## config.mk

```make
export PLATFORM = sky130hd
export DESIGN_NAME = sad_row_accum
export DESIGN_NICKNAME = d
export VERILOG_FILES = /design/src/rtl/sad_pkg.sv /design/src/rtl/sad_row_aligner.sv /design/src/rtl/sad_lane_absdiff.sv /design/src/rtl/sad_reduce_tree.sv /design/src/rtl/sad_row_ctrl.sv /design/src/rtl/sad_acc_reg.sv /design/src/rtl/sad_row_accum.sv
export SDC_FILE = /design/constraint.sdc
export NUM_CORES = 1
export LEC_CHECK = 0
export BUFFER_PORTS_ARGS = -buffer_cell sky130_fd_sc_hd__buf_2
export CORE_UTILIZATION = 35
export DETAILED_ROUTE_END_ITERATION = 6
export PLACE_DENSITY = 0.63
export SYNTH_ARGS = -nofsm -noshare
export SYNTH_HDL_FRONTEND = slang
export SYNTH_HIERARCHICAL = 1
export SYNTH_SLANG_ARGS = --single-unit
```

## constraint.sdc

```tcl
create_clock -name clk -period 12.2 [get_ports clk]
set_input_delay 0.61 -clock clk [delete_from_list [all_inputs] [get_ports clk]]
set_output_delay 0.61 -clock clk [all_outputs]
set_load 0.005 [all_outputs]
```

## src/rtl/sad_pkg.sv

```systemverilog
package sad_pkg;

    localparam int unsigned DEF_LANES = 16;
    localparam int unsigned DEF_PIX_W = 8;
    localparam int unsigned DEF_ROWS  = 16;

    typedef enum logic [1:0] {
        ACC_HOLD  = 2'd0,
        ACC_LOAD  = 2'd1,
        ACC_ADD   = 2'd2,
        ACC_CLEAR = 2'd3
    } acc_op_e;

    // width that holds one row total: lanes * (2^pix_w - 1)
    function automatic int unsigned row_sad_width(int unsigned pix_w, int unsigned lanes);
        return pix_w + $clog2(lanes);
    endfunction

    // width that holds a full block total
    function automatic int unsigned block_sad_width(int unsigned pix_w, int unsigned lanes,
                                                    int unsigned rows);
        return pix_w + $clog2(lanes) + $clog2(rows);
    endfunction

endpackage

```

## src/rtl/sad_row_aligner.sv

```systemverilog
module sad_row_aligner #(
    parameter int unsigned LANES = 16,
    parameter int unsigned PIX_W = 8,
    localparam int unsigned WORD_W = LANES * PIX_W,
    localparam int unsigned OFF_W  = $clog2(LANES)
) (
    input  logic [WORD_W-1:0] lo_word,
    input  logic [WORD_W-1:0] hi_word,
    input  logic [OFF_W-1:0]  byte_off,
    output logic [WORD_W-1:0] win
);
    localparam int unsigned PAIR_W = 2 * WORD_W;
    localparam int unsigned IDX_W  = $clog2(PAIR_W);

    logic [PAIR_W-1:0] pair;
    assign pair = {hi_word, lo_word};

    for (genvar lane = 0; lane < LANES; lane++) begin : g_lane
        logic [IDX_W-1:0] base;
        assign base = IDX_W'((int'(byte_off) + lane) * PIX_W);
        assign win[lane*PIX_W +: PIX_W] = pair[base +: PIX_W];
    end

endmodule

```

## src/rtl/sad_lane_absdiff.sv

```systemverilog
module sad_lane_absdiff #(
    parameter int unsigned LANES = 16,
    parameter int unsigned PIX_W = 8,
    localparam int unsigned WORD_W = LANES * PIX_W,
    localparam int unsigned ABS_W  = PIX_W + 1
) (
    input  logic [WORD_W-1:0]      cur_row,
    input  logic [WORD_W-1:0]      ref_row,
    output logic [LANES*ABS_W-1:0] abs_row
);
    for (genvar lane = 0; lane < LANES; lane++) begin : g_lane
        logic signed [ABS_W-1:0] diff;
        assign diff = $signed({1'b0, cur_row[lane*PIX_W +: PIX_W]})
                    - $signed({1'b0, ref_row[lane*PIX_W +: PIX_W]});
        assign abs_row[lane*ABS_W +: ABS_W] = diff[ABS_W-1] ? $unsigned(-diff) : $unsigned(diff);
    end

endmodule

```

## src/rtl/sad_reduce_tree.sv

```systemverilog
module sad_reduce_tree #(
    parameter int unsigned LANES = 16,
    parameter int unsigned IN_W  = 9,
    parameter int unsigned OUT_W = 12
) (
    input  logic [LANES*IN_W-1:0] terms,
    output logic [OUT_W-1:0]      total
);
    logic [OUT_W-1:0] node [LANES];

    // pairwise halving: level width w folds into the lower w entries
    always_comb begin
        for (int i = 0; i < LANES; i++) begin
            node[i] = OUT_W'(terms[i*IN_W +: IN_W]);
        end
        for (int w = LANES / 2; w >= 1; w = w / 2) begin
            for (int i = 0; i < w; i++) begin
                node[i] = node[2*i] + node[2*i+1];
            end
        end
        total = node[0];
    end

endmodule

```

## src/rtl/sad_row_ctrl.sv

```systemverilog
module sad_row_ctrl
    import sad_pkg::*;
#(
    parameter int unsigned ROWS = 16,
    localparam int unsigned CNT_W = $clog2(ROWS + 1)
) (
    input  logic    clk,
    input  logic    rst,
    input  logic    start,
    input  logic    row_valid,
    output acc_op_e op,
    output logic    done
);
    logic [CNT_W-1:0] rows_q;
    logic [CNT_W-1:0] rows_d;
    logic             full;
    logic             done_d;

    assign full = (rows_q == CNT_W'(ROWS));

    always_comb begin
        op     = ACC_HOLD;
        rows_d = rows_q;
        done_d = 1'b0;
        if (start && row_valid) begin
            op     = ACC_LOAD;
            rows_d = CNT_W'(1);
            done_d = (ROWS == 1);
        end else if (start) begin
            op     = ACC_CLEAR;
            rows_d = '0;
        end else if (row_valid && !full) begin
            op     = ACC_ADD;
            rows_d = rows_q + CNT_W'(1);
            done_d = (rows_q == CNT_W'(ROWS - 1));
        end
    end

    always_ff @(posedge clk) begin
        if (rst) begin
            rows_q <= '0;
            done   <= 1'b0;
        end else begin
            rows_q <= rows_d;
            done   <= done_d;
        end
    end

    AST_FULL_IGNORES: assert property (@(posedge clk) disable iff (rst)
        (full && !start) |=> (rows_q == CNT_W'(ROWS))) else $error("full block took a row");

endmodule

```

## src/rtl/sad_acc_reg.sv

```systemverilog
module sad_acc_reg
    import sad_pkg::*;
#(
    parameter int unsigned ROW_W = 12,
    parameter int unsigned ACC_W = 16
) (
    input  logic             clk,
    input  logic             rst,
    input  acc_op_e          op,
    input  logic [ROW_W-1:0] row_sad,
    output logic [ACC_W-1:0] sum
);
    always_ff @(posedge clk) begin
        if (rst) begin
            sum <= '0;
        end else begin
            unique case (op)
                ACC_LOAD:  sum <= ACC_W'(row_sad);
                ACC_ADD:   sum <= sum + ACC_W'(row_sad);
                ACC_CLEAR: sum <= '0;
                default:   sum <= sum;
            endcase
        end
    end

    AST_NO_OVERFLOW: assert property (@(posedge clk) disable iff (rst)
        (op == ACC_ADD) |=> (sum >= $past(sum))) else $error("accumulator wrapped");

endmodule

```

## src/rtl/sad_row_accum.sv

```systemverilog
module sad_row_accum
    import sad_pkg::*;
#(
    parameter int unsigned LANES = DEF_LANES,
    parameter int unsigned PIX_W = DEF_PIX_W,
    parameter int unsigned ROWS  = DEF_ROWS,
    localparam int unsigned WORD_W = LANES * PIX_W,
    localparam int unsigned OFF_W  = $clog2(LANES),
    localparam int unsigned ACC_W  = block_sad_width(PIX_W, LANES, ROWS)
) (
    input  logic              clk,
    input  logic              rst,
    input  logic              start,
    input  logic              row_valid,
    input  logic [WORD_W-1:0] lo_word,
    input  logic [WORD_W-1:0] hi_word,
    input  logic [OFF_W-1:0]  byte_off,
    input  logic [WORD_W-1:0] ref_row,
    output logic [ACC_W-1:0]  sad_out,
    output logic              done
);
    localparam int unsigned ABS_W = PIX_W + 1;
    localparam int unsigned ROW_W = row_sad_width(PIX_W, LANES);

    logic [WORD_W-1:0]      win;
    logic [LANES*ABS_W-1:0] abs_row;
    logic [ROW_W-1:0]       row_sad;
    acc_op_e                op;

    sad_row_aligner #(.LANES(LANES), .PIX_W(PIX_W)) u_align (
        .lo_word (lo_word),
        .hi_word (hi_word),
        .byte_off(byte_off),
        .win     (win)
    );

    sad_lane_absdiff #(.LANES(LANES), .PIX_W(PIX_W)) u_absdiff (
        .cur_row(win),
        .ref_row(ref_row),
        .abs_row(abs_row)
    );

    sad_reduce_tree #(.LANES(LANES), .IN_W(ABS_W), .OUT_W(ROW_W)) u_tree (
        .terms(abs_row),
        .total(row_sad)
    );

    sad_row_ctrl #(.ROWS(ROWS)) u_ctrl (
        .clk      (clk),
        .rst      (rst),
        .start    (start),
        .row_valid(row_valid),
        .op       (op),
        .done     (done)
    );

    sad_acc_reg #(.ROW_W(ROW_W), .ACC_W(ACC_W)) u_acc (
        .clk    (clk),
        .rst    (rst),
        .op     (op),
        .row_sad(row_sad),
        .sum    (sad_out)
    );

    AST_ZERO_OFFSET: assert property (@(posedge clk) disable iff (rst)
        (byte_off == '0) |-> (win == lo_word)) else $error("offset 0 not pass-through");

    AST_DONE_PULSE: assert property (@(posedge clk) disable iff (rst)
        done |=> !done) else $error("done longer than one cycle");

    AST_START_CLEARS: assert property (@(posedge clk) disable iff (rst)
        (start && !row_valid) |=> (sad_out == '0 && !done)) else $error("start did not clear");

    AST_IDLE_HOLDS: assert property (@(posedge clk) disable iff (rst)
        (!start && !row_valid) |=> $stable(sad_out)) else $error("idle cycle moved sum");

endmodule

```

==> impl_metrics.yaml <==
run_status:
  run_status: "finished, final reports clean"
worst_setup_path:
  ff2ff_setup_slack_ns: 10.07
  critPathMaxFanout: 82
  critical_path_class: "input port to register"
  critPathMostFrequentCell: "fa_1"
  worst_setup_path_start_kind: "input port"
  setup.worst_path.end_class: "register"
  cpLargestDelayFamily: "adder cells"
  timing.critical_path.slowest_cell_delay_ns: 0.60
  buffers_inverters_on_critical_path: 7
  critical_path_required_ns: 12.32
  crit_path_start: "byte_off[1]"
  crit_arrival_ns: 10.74
  slowest_stage: "mux4_2"
  r2r-start: "u_ctrl/rows_q[0]"
synth:
  synthesis.area_per_instance_um2: 8.35
  yosysSeqAreaShare_pct: 1.93
  yosys-top-cells-count: "inv_1 (376), nor2_1 (210), nand2_1 (197)"
  synth_area_leaders: "mux4_2 (15%), fa_1 (12%), ha_1 (9.8%)"
  synthDistinctLibCells: 79
  mappedNetlistNets: 3444
  mappedNetlistArea_um2: 22800
  synthesis.yosys.warnings: 6
  synth_edf_count: 0
  synthDominantAreaCellType: "mux4_2"
  synth_most_common_cell: "inv_1"
  synthesized_flop_and_latch_total: 22
  synthesis.instances: 2734
  synthFlopType: "dfxtp_1"
  synth_top_area_share_pct: 14.7
  synth_async_sr_flop_share_pct: 0
global_route:
  antenna_found_initial: 30
  grt_start_max_net_pins: 86
  globalRouteTotalUtil_pct: 28.7
  grt_pass1_vias: 22500
  grt_first_pass_wirelength_um: 142000
  grt_overflow_total: 0
drt:
  drt.antenna.violating_nets: 0
  post-route-drc-count: 0
  routedWlPerCell_um: 25.1
  detailedRoute.firstIterationViolations: 2596
  vias: 23200
  drt-total-wl_um: 98000
  dr.pass1.iters: 6
  vias_per_cell: 5.96
floorplan:
  row_count: 93
  start_util_pct: 35.4
  floorplan.io_pins: 409
  design.core.area_um2: 64500
  dieHeight_um: 257
  die_width_um: 257
  dieArea_um2: 66300
sta:
  clock.fmax_mhz: 94.1
  report.final.setup_viol: 0
  hold_violation_total_from_the_final_report: 0
  final_max_slew_viol_count: 0
  rsz_0062_raised_after_global_routing: "no"
  maxSlewHeadroom_pct: 19.6
  period_share_pct: 87.1
  post-route-min-period_ns: 10.62
  final.setup_skew_ns: 0.000942
  max_slew.worst_pin.slew_ns: 1.21
  setup_tns_ns: 0
placed_design:
  dp.final_hpwl_um: 84000
  port-buffer-count: 400
  gpl.final_weighted_congestion: 1.04
clocking:
  cts.clk_slew.worst_paths_ns: 0.06
  tritoncts: "done"
  maximum_level_of_the_cts_h_tree: 1
  cts-root-buf: "clkbuf_16"
  tritoncts.num_buffers: 3
  cts.sink_count: 22
  cts.path.max_buffers: 2
  cts_hold_repair.buffers: 0
  cts_resized: 0
  clock_insertion_delay_worst_skew_ns: 0.25
  cts_post_setup_buffers_inserted: 0
layout:
  syn2layout_area_growth_pct: 12.3
  drive_gt1_share_pct: 23.3
  num-nets-final: 3744
  ff_latch_area_um2: 440
  multi_input_area_um2: 20300
  n_fill_cell: 6753
flow_run:
  max_cap_violations: 0
min_path:
  timing.hold.worst.class: "register to register"
  hold_start: "u_ctrl/rows_q[2]"
sequential cells by signal, summed over array words and instances, names as in the netlist:
signal	cells
u_ctrl/done	1
u_acc/sum	16
u_ctrl/rows_q	5
worst reg2reg max path, delay by kind of cell (launching register included):
kind	cells	cell delay (ns)
simple gates	4	0.86
fa+ha+maj	1	0.18
flops	1	0.41
compound gates	1	0.22
buf+inv	1	0.06
mux	1	0.32
placed cells by master, fill, tap and decap left out, drive strengths merged, types with 67 or more instances in the layout:
| cell type | count |
|---|---|
| buf | 435 |
| inv | 377 |
| nor2 | 210 |
| nand2 | 198 |
| mux2i | 185 |
| ha | 179 |
| a21oi | 157 |
| mux4 | 155 |
| fa | 139 |
| xnor2 | 122 |
| mux2 | 95 |
| o21ai | 91 |
| a22oi | 77 |
| xor2 | 67 |
path summary, 6_finish.rpt:
path,endpoint,cells after the start
worst min-delay path,u_ctrl/rows_q[2],2
worst min register to register,u_ctrl/rows_q[2],2
worst max-delay path,u_acc/sum[14],35
worst max register to register,u_acc/sum[7],8
final cells by class:
cell class | count | area share [%]
Multi-Input combinational cell | 2193 | 79.0
Timing Repair Buffer | 436 | 9.08
Inverter | 378 | 5.53
Tap cell | 855 | 4.17
Sequential cell | 22 | 1.72
Clock buffer | 3 | 0.293
Clock inverter | 1 | 0.117
Antenna cell | 11 | 0.107
cell families after synthesis:
logic type                 share of synthesized area, %
and+or+nand+nor                                    13.2
AOI/OAI and AO/OA                                  18.0
buffers and inverters                              9.42
muxes                                              28.2
adders and majority gates                          22.0
xor gates and xnor gates                           7.25
DFF                                                1.93
through the flow:
stage | instances | setup WS [ns] | hold WS (ns) | instance area, µm² | utilization (%)
CTS | 3888 | 1.66 | 0.515 | 25600 | 39.7
floorplan | 2734 | 2.83 | 0.478 | 22800 | -
global route | 3890 | 0.965 | 0.575 | 25600 | 39.7
finish | 3899 | 1.58 | 0.515 | 25600 | 39.8
global placement | 3884 | 1.51 | 0.499 | 25500 | 39.6
detailed placement | 3884 | 1.42 | 0.506 | 25500 | 39.6
routing by layer:
layer | global-route usage, % | wire length [µm] | vias up
met3 | 7.77 | 11100 | 222
li1 | - | - | 10500
met4 | 10.5 | 4200 | 34
met1 | 36.6 | 38300 | 11200
met2 | 46.2 | 44100 | 1270
met5 | 0 | 221 | -
Power is left out: the tool's default activity adds up to more than one toggle a clock period on the data nets, which glitch-free logic cannot reach.
